File: src/rtl/spi_bw_pkg.sv
package spi_bw_pkg;
  localparam logic [7:0] WR_BIT    = 8'h80;
  localparam logic [6:0] REG_ADDR0 = 7'h00;
  localparam logic [6:0] REG_BEAT0 = 7'h04;
  localparam logic [6:0] REG_LEN0  = 7'h0A;
  localparam logic [6:0] REG_CTRL  = 7'h06;
  localparam logic [7:0] CTRL_GO   = 8'h02;
  localparam int         HDR_BYTES = 16;

  typedef enum logic [1:0] {ST_IDLE, ST_LOW, ST_HIGH, ST_STALL} bit_st_e;
  typedef enum logic [1:0] {SEG_HDR, SEG_PAY, SEG_TRL} seg_e;

  function automatic logic [7:0] wr_cmd(input logic [6:0] r);
    return WR_BIT | {1'b0, r};
  endfunction
endpackage

File: src/rtl/spi_bw_hdr_gen.sv
// Produces header byte idx (0..15) of the register-programming preamble.
// BEAT_W must not exceed 12 so the byte count fits its 16-bit field.
module spi_bw_hdr_gen import spi_bw_pkg::*; #(
  parameter int BEAT_W = 12
) (
  input  logic [3:0]        idx,
  input  logic [31:0]       addr,
  input  logic [BEAT_W-1:0] beats_m1,
  output logic [7:0]        byte_o
);
  logic [2:0]  pair;
  logic [15:0] beat_f;
  logic [15:0] len_f;

  always_comb begin
    pair   = idx[3:1];
    beat_f = 16'(beats_m1);
    len_f  = 16'({beats_m1, 4'hF});
    byte_o = 8'h00;
    if (!idx[0]) begin
      case (pair)
        3'd0, 3'd1, 3'd2, 3'd3: byte_o = wr_cmd(REG_ADDR0 + {5'b0, pair[1:0]});
        3'd4, 3'd5:             byte_o = wr_cmd(REG_BEAT0 + {6'b0, pair[0]});
        default:                byte_o = wr_cmd(REG_LEN0  + {6'b0, pair[0]});
      endcase
    end else begin
      case (pair)
        3'd0, 3'd1, 3'd2, 3'd3: byte_o = addr[{pair[1:0], 3'b000} +: 8];
        3'd4:                   byte_o = beat_f[7:0];
        3'd5:                   byte_o = beat_f[15:8];
        3'd6:                   byte_o = len_f[7:0];
        default:                byte_o = len_f[15:8];
      endcase
    end
  end
endmodule

File: src/rtl/spi_bw_paybuf.sv
// One-byte holding buffer with a per-frame fetch budget.
module spi_bw_paybuf #(
  parameter int CNT_W = 16
) (
  input  logic             clk,
  input  logic             rst_n,
  input  logic             start,
  input  logic [CNT_W-1:0] total,
  input  logic             in_valid,
  output logic             in_ready,
  input  logic [7:0]       in_data,
  input  logic             pop,
  output logic             full,
  output logic [7:0]       data
);
  logic             full_q;
  logic [7:0]       data_q;
  logic [CNT_W-1:0] left_q;
  logic             fire;

  assign in_ready = !full_q && (left_q != '0);
  assign fire     = in_valid && in_ready;
  assign full     = full_q;
  assign data     = data_q;

  always_ff @(posedge clk or negedge rst_n) begin
    if (!rst_n) begin
      full_q <= 1'b0;
      data_q <= 8'h00;
      left_q <= '0;
    end else begin
      if (start)     left_q <= total;
      else if (fire) left_q <= left_q - 1'b1;
      if (fire) begin
        full_q <= 1'b1;
        data_q <= in_data;
      end else if (pop) begin
        full_q <= 1'b0;
      end
    end
  end

  assert_pop_full_R11: assert property (@(posedge clk) disable iff (!rst_n)
    pop |-> full_q) else $error("pop from empty payload buffer");

  assert_start_clean_R12: assert property (@(posedge clk) disable iff (!rst_n)
    start |-> (!full_q && left_q == '0)) else $error("frame started with stale payload state");
endmodule

File: src/rtl/spi_burst_writer.sv
module spi_burst_writer import spi_bw_pkg::*; #(
  parameter int BEAT_W = 12
) (
  input  logic              clk,
  input  logic              rst_n,
  input  logic              cmd_valid,
  output logic              cmd_ready,
  input  logic [31:0]       cmd_addr,
  input  logic [BEAT_W-1:0] cmd_beats,
  input  logic              pay_valid,
  output logic              pay_ready,
  input  logic [7:0]        pay_data,
  output logic              done_valid,
  output logic              done_ok,
  output logic              spi_sck,
  output logic              spi_cs_n,
  output logic              spi_mosi
);
  localparam int              LEN_W    = BEAT_W + 4;
  localparam logic [LEN_W-1:0] HDR_LAST = LEN_W'(HDR_BYTES - 1);

  bit_st_e           st;
  seg_e              seg, nseg;
  logic [LEN_W-1:0]  cnt, ncnt, len_m1;
  logic [2:0]        bit_idx;
  logic [7:0]        shreg, hdr_byte, next_byte;
  logic [31:0]       addr_q;
  logic [BEAT_W-1:0] beats_m1_q;
  logic              done_v_q, done_ok_q;
  logic              cmd_fire, start_frame, frame_end, byte_done;
  logic              buf_full, buf_pop;
  logic [7:0]        buf_data;

  assign cmd_ready   = (st == ST_IDLE);
  assign cmd_fire    = cmd_valid && cmd_ready;
  assign start_frame = cmd_fire && (cmd_beats != '0);
  assign len_m1      = {beats_m1_q, 4'hF};
  assign byte_done   = (st == ST_HIGH) && (bit_idx == 3'd0);

  // Position of the byte following the one now on the wire.
  always_comb begin
    nseg      = seg;
    ncnt      = cnt + 1'b1;
    frame_end = 1'b0;
    case (seg)
      SEG_HDR: if (cnt == HDR_LAST) begin nseg = SEG_PAY; ncnt = '0; end
      SEG_PAY: if (cnt == len_m1)   begin nseg = SEG_TRL; ncnt = '0; end
      default: if (cnt != '0)       frame_end = 1'b1;
    endcase
  end

  spi_bw_hdr_gen #(.BEAT_W(BEAT_W)) u_hdr (
    .idx      (ncnt[3:0]),
    .addr     (addr_q),
    .beats_m1 (beats_m1_q),
    .byte_o   (hdr_byte)
  );

  always_comb begin
    if (nseg == SEG_HDR)   next_byte = hdr_byte;
    else if (ncnt == '0)   next_byte = wr_cmd(REG_CTRL);
    else                   next_byte = CTRL_GO;
  end

  assign buf_pop = (byte_done && !frame_end && nseg == SEG_PAY && buf_full) ||
                   (st == ST_STALL && buf_full);

  spi_bw_paybuf #(.CNT_W(LEN_W)) u_buf (
    .clk      (clk),
    .rst_n    (rst_n),
    .start    (start_frame),
    .total    ({cmd_beats, 4'h0}),
    .in_valid (pay_valid),
    .in_ready (pay_ready),
    .in_data  (pay_data),
    .pop      (buf_pop),
    .full     (buf_full),
    .data     (buf_data)
  );

  always_ff @(posedge clk or negedge rst_n) begin
    if (!rst_n) begin
      st         <= ST_IDLE;
      seg        <= SEG_HDR;
      cnt        <= '0;
      bit_idx    <= 3'd0;
      shreg      <= 8'h00;
      addr_q     <= 32'h0;
      beats_m1_q <= '0;
      done_v_q   <= 1'b0;
      done_ok_q  <= 1'b0;
    end else begin
      done_v_q <= 1'b0;
      case (st)
        ST_IDLE: begin
          if (cmd_fire) begin
            if (cmd_beats == '0) begin
              done_v_q  <= 1'b1;
              done_ok_q <= 1'b0;
            end else begin
              addr_q     <= cmd_addr;
              beats_m1_q <= cmd_beats - 1'b1;
              seg        <= SEG_HDR;
              cnt        <= '0;
              shreg      <= wr_cmd(REG_ADDR0);
              bit_idx    <= 3'd7;
              st         <= ST_LOW;
            end
          end
        end
        ST_LOW: st <= ST_HIGH;
        ST_HIGH: begin
          if (bit_idx != 3'd0) begin
            shreg   <= {shreg[6:0], 1'b0};
            bit_idx <= bit_idx - 1'b1;
            st      <= ST_LOW;
          end else if (frame_end) begin
            st        <= ST_IDLE;
            done_v_q  <= 1'b1;
            done_ok_q <= 1'b1;
          end else begin
            seg <= nseg;
            cnt <= ncnt;
            if (nseg == SEG_PAY) begin
              if (buf_full) begin
                shreg   <= buf_data;
                bit_idx <= 3'd7;
                st      <= ST_LOW;
              end else begin
                st <= ST_STALL;
              end
            end else begin
              shreg   <= next_byte;
              bit_idx <= 3'd7;
              st      <= ST_LOW;
            end
          end
        end
        default: begin
          if (buf_full) begin
            shreg   <= buf_data;
            bit_idx <= 3'd7;
            st      <= ST_LOW;
          end
        end
      endcase
    end
  end

  assign spi_sck    = (st == ST_HIGH);
  assign spi_cs_n   = (st == ST_IDLE);
  assign spi_mosi   = ((st == ST_LOW) || (st == ST_HIGH)) && shreg[7];
  assign done_valid = done_v_q;
  assign done_ok    = done_ok_q;

  assert_sck_framed_R2: assert property (@(posedge clk) disable iff (!rst_n)
    spi_sck |-> !spi_cs_n) else $error("SCK high outside frame");

  assert_sck_alternates_R2: assert property (@(posedge clk) disable iff (!rst_n)
    spi_sck |=> !spi_sck) else $error("SCK high for two ticks");

  assert_mosi_held_R3: assert property (@(posedge clk) disable iff (!rst_n)
    $rose(spi_sck) |-> $stable(spi_mosi)) else $error("MOSI changed with SCK rise");

  assert_reject_R9: assert property (@(posedge clk) disable iff (!rst_n)
    (cmd_fire && cmd_beats == '0) |=> (done_valid && !done_ok && spi_cs_n))
    else $error("zero-beat command not rejected");

  assert_close_R8: assert property (@(posedge clk) disable iff (!rst_n)
    (done_valid && done_ok) |-> (spi_cs_n && !spi_sck && !spi_mosi && $past(spi_sck)))
    else $error("bad frame close");
endmodule

File: config.mk
export PLATFORM = sky130hd
export DESIGN_NAME = spi_burst_writer
export DESIGN_NICKNAME = d
export VERILOG_FILES = /design/src/rtl/spi_bw_pkg.sv /design/src/rtl/spi_bw_hdr_gen.sv /design/src/rtl/spi_bw_paybuf.sv /design/src/rtl/spi_burst_writer.sv
export SDC_FILE = /design/constraint.sdc
export NUM_CORES = 1
export LEC_CHECK = 0
export ABC_AREA = 0
export CAP_MARGIN = 40
export CORE_MARGIN = 5
export CORE_UTILIZATION = 60
export CTS_CLUSTER_DIAMETER = 150
export DETAILED_ROUTE_END_ITERATION = 8
export PLACE_DENSITY_LB_ADDON = 0.25
export SYNTH_ARGS = -nofsm -noshare
export SYNTH_HDL_FRONTEND = slang
export SYNTH_SLANG_ARGS = --single-unit
export TNS_END_PERCENT = 30
File: constraint.sdc
create_clock -name clk -period 6 [get_ports clk]
set_input_delay 1.2 -clock clk [delete_from_list [all_inputs] [get_ports clk]]
set_output_delay 1.2 -clock clk [all_outputs]
set_load 0.02 [all_outputs]
# Yosys cells after proc, flatten, opt, wreduce, memory -nomap -nowiden
# Index checks and enable logic that the tools add are counted.
# word_totals
ramBits	0
rom_bits	0
input_bits	56
mem_count	0
word_cells	137
register_bits	102
latch_bits	0
out_inout_bits	7
# classes
n_addsub	6
n_div	0
magnitude_cmp	0
n_reduce_logical	37
muxes	59
eq_ne	20
bitwise_logic	2
multipliers	0
shift	1
# op_table
operator	n
16-bit 2-to-1 mux	8
8-bit 2-to-1 mux	9
16-bit case mux with 2 select lines	2
8-bit case mux with 4 select lines	1
16-bit nonzero test	2
32-bit by 6-bit indexed part select with 8-bit output	1
2-bit 2-to-1 mux	13
8-bit case mux with 3 select lines	1
3-bit 2-to-1 mux	6
16-bit by 1-bit adder with 16-bit output (second input constant)	1
16-bit equality test	1
16-bit by 4-bit equality test with 1-bit output (second input constant)	1
16-bit logical NOT	1
16-bit by 1-bit subtractor with 16-bit output (second input constant)	1
7-bit case mux with 2 select lines	1
12-bit logical NOT	1
1-bit 2-to-1 mux	12
12-bit nonzero test	1
12-bit by 1-bit subtractor with 12-bit output (second input constant)	1
1-bit logical AND	10
5-bit AND reduction	2
3-bit equality test (second input constant)	3
3-bit case mux with 3 select lines	1
2-bit case mux with 2 select lines	2
other kinds (24)	43

# Longest topological paths before layout
# depth
ltp_word	12
depth_mapped	11
depth_no_buf	9

# Hierarchy
# A second synthesis with hierarchy kept.
# unflattened
cells_unflattened	679
area_unflattened_um2	6391.1
# modules_own_cells
mod	seq_area_each_um2	n_inst	area_per_inst_um2	cells_per_inst
spi_burst_writer	1926.8	1	4438.0	462
spi_bw_paybuf	625.6	1	1390.1	145
spi_bw_hdr_gen	0.0	1	563.0	72

# Worst setup path before layout
# OpenSTA, ideal clock, no wires.
# synth_timing
path_type	input to register
from	input port cmd_beats[0]
to	register shreg[4]
path_stages	10
setup_ps	140
setup_slack_ps	2873
required_time_ps	5860
path_buffers	1
arrival_time_ps	2986
path_cell_list	inv_1 ha_1 or3b_2 nor4_4 o21a_1 or3_1 buf_6 a211oi_1 a221oi_1 o211ai_1
# synth_via
elab_chain_cells	3
# synth_rtl
element	line_no	text
start, declared	spi_burst_writer.sv:9	input logic [BEAT_W-1:0] cmd_beats,
12-bit logical NOT	spi_burst_writer.sv:97	if (cmd_beats == '0) begin
2-bit != test (no line)	n/a	
4-bit AND reduction (no line)	n/a	
end signal, assigned	spi_burst_writer.sv:105	shreg <= wr_cmd(REG_ADDR0);
end signal, assigned	spi_burst_writer.sv:114	shreg <= {shreg[6:0], 1'b0};
end signal, assigned	spi_burst_writer.sv:126	shreg <= buf_data;
end, declared	spi_burst_writer.sv:26	logic [7:0] shreg, hdr_byte, next_byte;
# Every way passes these cells.
# A chain may end at the register's enable or synchronous reset.

# Worst setup path in the final report
# layout_timing
from	input port cmd_beats[0]
to	register shreg[6]
# Same word-level chain as after synthesis.

==> qor.yml <==
outcome:
  outcome: "finished, final reports clean"
layout:
  stdcell_area_sq_mm: 0.00710
  layout-drive-gt1-share_pct: 7.48
  nets: 837
  final_core_utilization_pct: 69.1
  syn2layout_area_growth_pct: 13.3
  antenna_cells: 0
sta:
  slew_headroom_pct: 33.9
  hold_slack_ns: 0.482
  period_share_pct: 66.5
  final-hold-violation-count: 0
  setup_viol: 0
  rsz0062_at_grt: "no"
  fin_setup_tns_ns: 0
  fin_crit_ns: 3.99
  slew_viol_final: 0
  skew_ns: 0.0146
  tightest_slew_ns: 0.984
  fmax_mhz: 251
logic_synthesis:
  synth_seq_cells: 102
  syn_area_sq_mm: 0.00627
  syn_area_per_cell_sq_um: 8.49
  ys_warn_count: 0
  synth.distinct_cells: 73
  netlist_instances: 739
  postSynth.asyncResetShare_pct: 100
  synth-main-ff-cell: "dfrtp_1"
  yosysSeqAreaShare_pct: 40.7
  synth_edf_count: 0
  syn_nets: 805
power:
  powerDensity_mw_per_mm2: 367
  power_uw: 2610
  p_leak_uw: 0.00295
  p_comb_share_pct: 39.4
  peakVddDrop_uv: 248
  p_sw_share_pct: 39.8
  clock_power_share_pct: 16.0
  power_frac_seq_pct: 44.7
  p_int_uw: 1570
  p_switching_uw: 1040
grt:
  grt-ovfl-total: 0
  grt_pass1_wl_um: 27600
  first_global_vias: 5594
  grt_max_degree: 59
  grt_use_total_pct: 26.9
  antenna_found_initial: 0
clocking:
  clkSinkCount: 102
  cts_htree_levels: 3
  clock_latency_ns: 0.39
  clk_path_buf_depth: 2
  cts_tree: "done"
  cts_root_buf: "clkbuf_8"
  hold_buffers: 0
  clk_pin_slew_ns: 0.10
  cts_made_buffers: 9
  cts_resized: 0
  cts_setup_buffers: 0
flow_run:
  maxCapViolCount: 0
routing:
  route.detailed.drc: 0
  num_vias: 5620
  antenna_left: 0
  dr.first_iter.drc_count: 510
  avgRoutedWirePerCell_um: 18.0
  routed_wl_um: 16400
  via_per_inst: 6.17
  first_pass_iters: 5
worst_setup_path:
  cp_max_fo: 11
  critPathLaunchType: "input port"
  endpoint_kind: "flip-flop"
  crit_chain: "clkdlybuf4s50_1, inv_1, ha_1, or3b_2, nor4_4, o21a_1, nor3_1, o211ai_1, a221oi_1, o211ai_1"
  required_ns: 6.25
  cp.arrival_ns: 4.25
  slowest_stage: "nor3_1"
  max_stage_delay_ns: 0.76
  crit_top_cell: "o211ai_1"
  crit_type: "input port to flip-flop"
placement:
  port_buffers: 62
  place_area_sq_mm: 0.00692
  place_congestion: 0.914
  dpl.hpwl_um: 12100
floorplanning:
  num_rows: 37
  initial_core_util_pct: 61.0
  pin_count: 63
  core_area_sq_mm: 0.0103
  dieArea_sq_mm: 0.0126
  chipHeight_um: 112
  die_w_um: 112
worst_hold_path:
  hp-class: "flip-flop to flip-flop"
synthesized netlist by cell type (12+ instances only):
library cell	instances	area [sq um]
a31oi_1	14	87.6
o21ai_0	58	290
nor2_1	42	158
nand2_1	162	608
buf_2	16	80.1
mux2_2	12	135
clkbuf_1	24	90.1
inv_1	17	63.8
xnor2_1	39	342
nor3_1	23	115
nand3_1	22	110
a21oi_1	13	65.1
dfrtp_1	102	2550
worst paths after layout:
| path | start | to | slack (ns) | cells after the start |
|---|---|---|---|---|
| setup reg to reg | cnt[0] | shreg[0] | 2.24 | 8 |
| hold reg to reg | addr_q[23] | addr_q[23] | 0.48 | 2 |
| max in group asynchronous | rst_n | addr_q[5] | 4.05 | 2 |
| hold / removal | addr_q[23] | addr_q[23] | 0.48 | 2 |
| min in group asynchronous | rst_n | cnt[4] | 0.81 | 1 |
| setup / recovery | cmd_beats[0] | shreg[6] | 2.01 | 10 |
registers in the layout, indices dropped and copies added, names as in the netlist:
name / count
u_buf.data: 8
cnt: 16
shreg: 8
done_valid: 1
addr_q: 32
st: 2
u_buf.left_q: 16
seg: 2
bit_idx: 3
u_buf.full: 1
done_ok: 1
beats_m1_q: 12
area by class of cell:
class	count	area, sq um
Sequential cell	102	2550
Fill cell	855	3170
Multi-Input combinational cell	571	3430
Inverter	19	71.3
Clock buffer	11	151
Timing Repair Buffer	68	696
Clock inverter	4	30.0
Tap cell	136	170
critical path, delay by kind of cell:
kind	cells	cell delay [ns]
compound gates	4	1.07
simple gates	3	1.07
buf+inv	2	0.65
fa+ha+maj	1	0.24
power by group through the flow:
stage	Combinational (uW)	Sequential, uW	Clock (uW)
after floorplan	782	1090	0
after global placement	949	1160	0
after detailed placement	1020	1170	0
after CTS	1020	1160	425
after global routing	1150	1190	456
final	1030	1160	416
stage by stage:
step                      worst slack, ns  std cells
after floorplan                      2.87        739
after global placement               1.87        894
after detailed placement             1.66        896
after CTS                            2.09        911
after global routing                 1.83        911
final                                2.01        911
logic make-up (layout without fill, tap and decap cells):
group | after synthesis | in the layout | share of synthesized area (%)
buffers and inverters | 66 | 102 | 4.69
DFF | 102 | 102 | 40.7
muxes | 23 | 23 | 4.11
AOI/OAI and AO/OA | 164 | 164 | 17.0
adders and majority gates | 10 | 10 | 1.99
and+or+nand+nor | 329 | 329 | 25.2
xor gates and xnor gates | 45 | 45 | 6.28
metal layers:
layer  part of all wire, %  global-route usage (%)
met1                    44                    36.6
met3                   6.2                    4.15
met2                    47                    43.1
met5                     0                       0
met4                   3.1                    11.4
cells in the final DEF (no fill, tap or decap), types with 8 or more instances in the layout:
cell / n
mux2_2: 12
a21oi_1: 13
xnor2_1: 39
nor2b_1: 10
nor2_1: 41
nand4_1: 8
nor4_1: 8
mux2i_1: 10
clkdlybuf4s50_1: 61
clkbuf_8: 11
nand3_1: 22
a211oi_1: 10
inv_1: 17
a31oi_1: 14
nand2_1: 162
o21ai_1: 9
o211ai_1: 8
or3_1: 10
and3_1: 10
ha_1: 10
dfrtp_1: 102
o21ai_0: 58
nor3_1: 23
(Power assumes the default switching activity.)
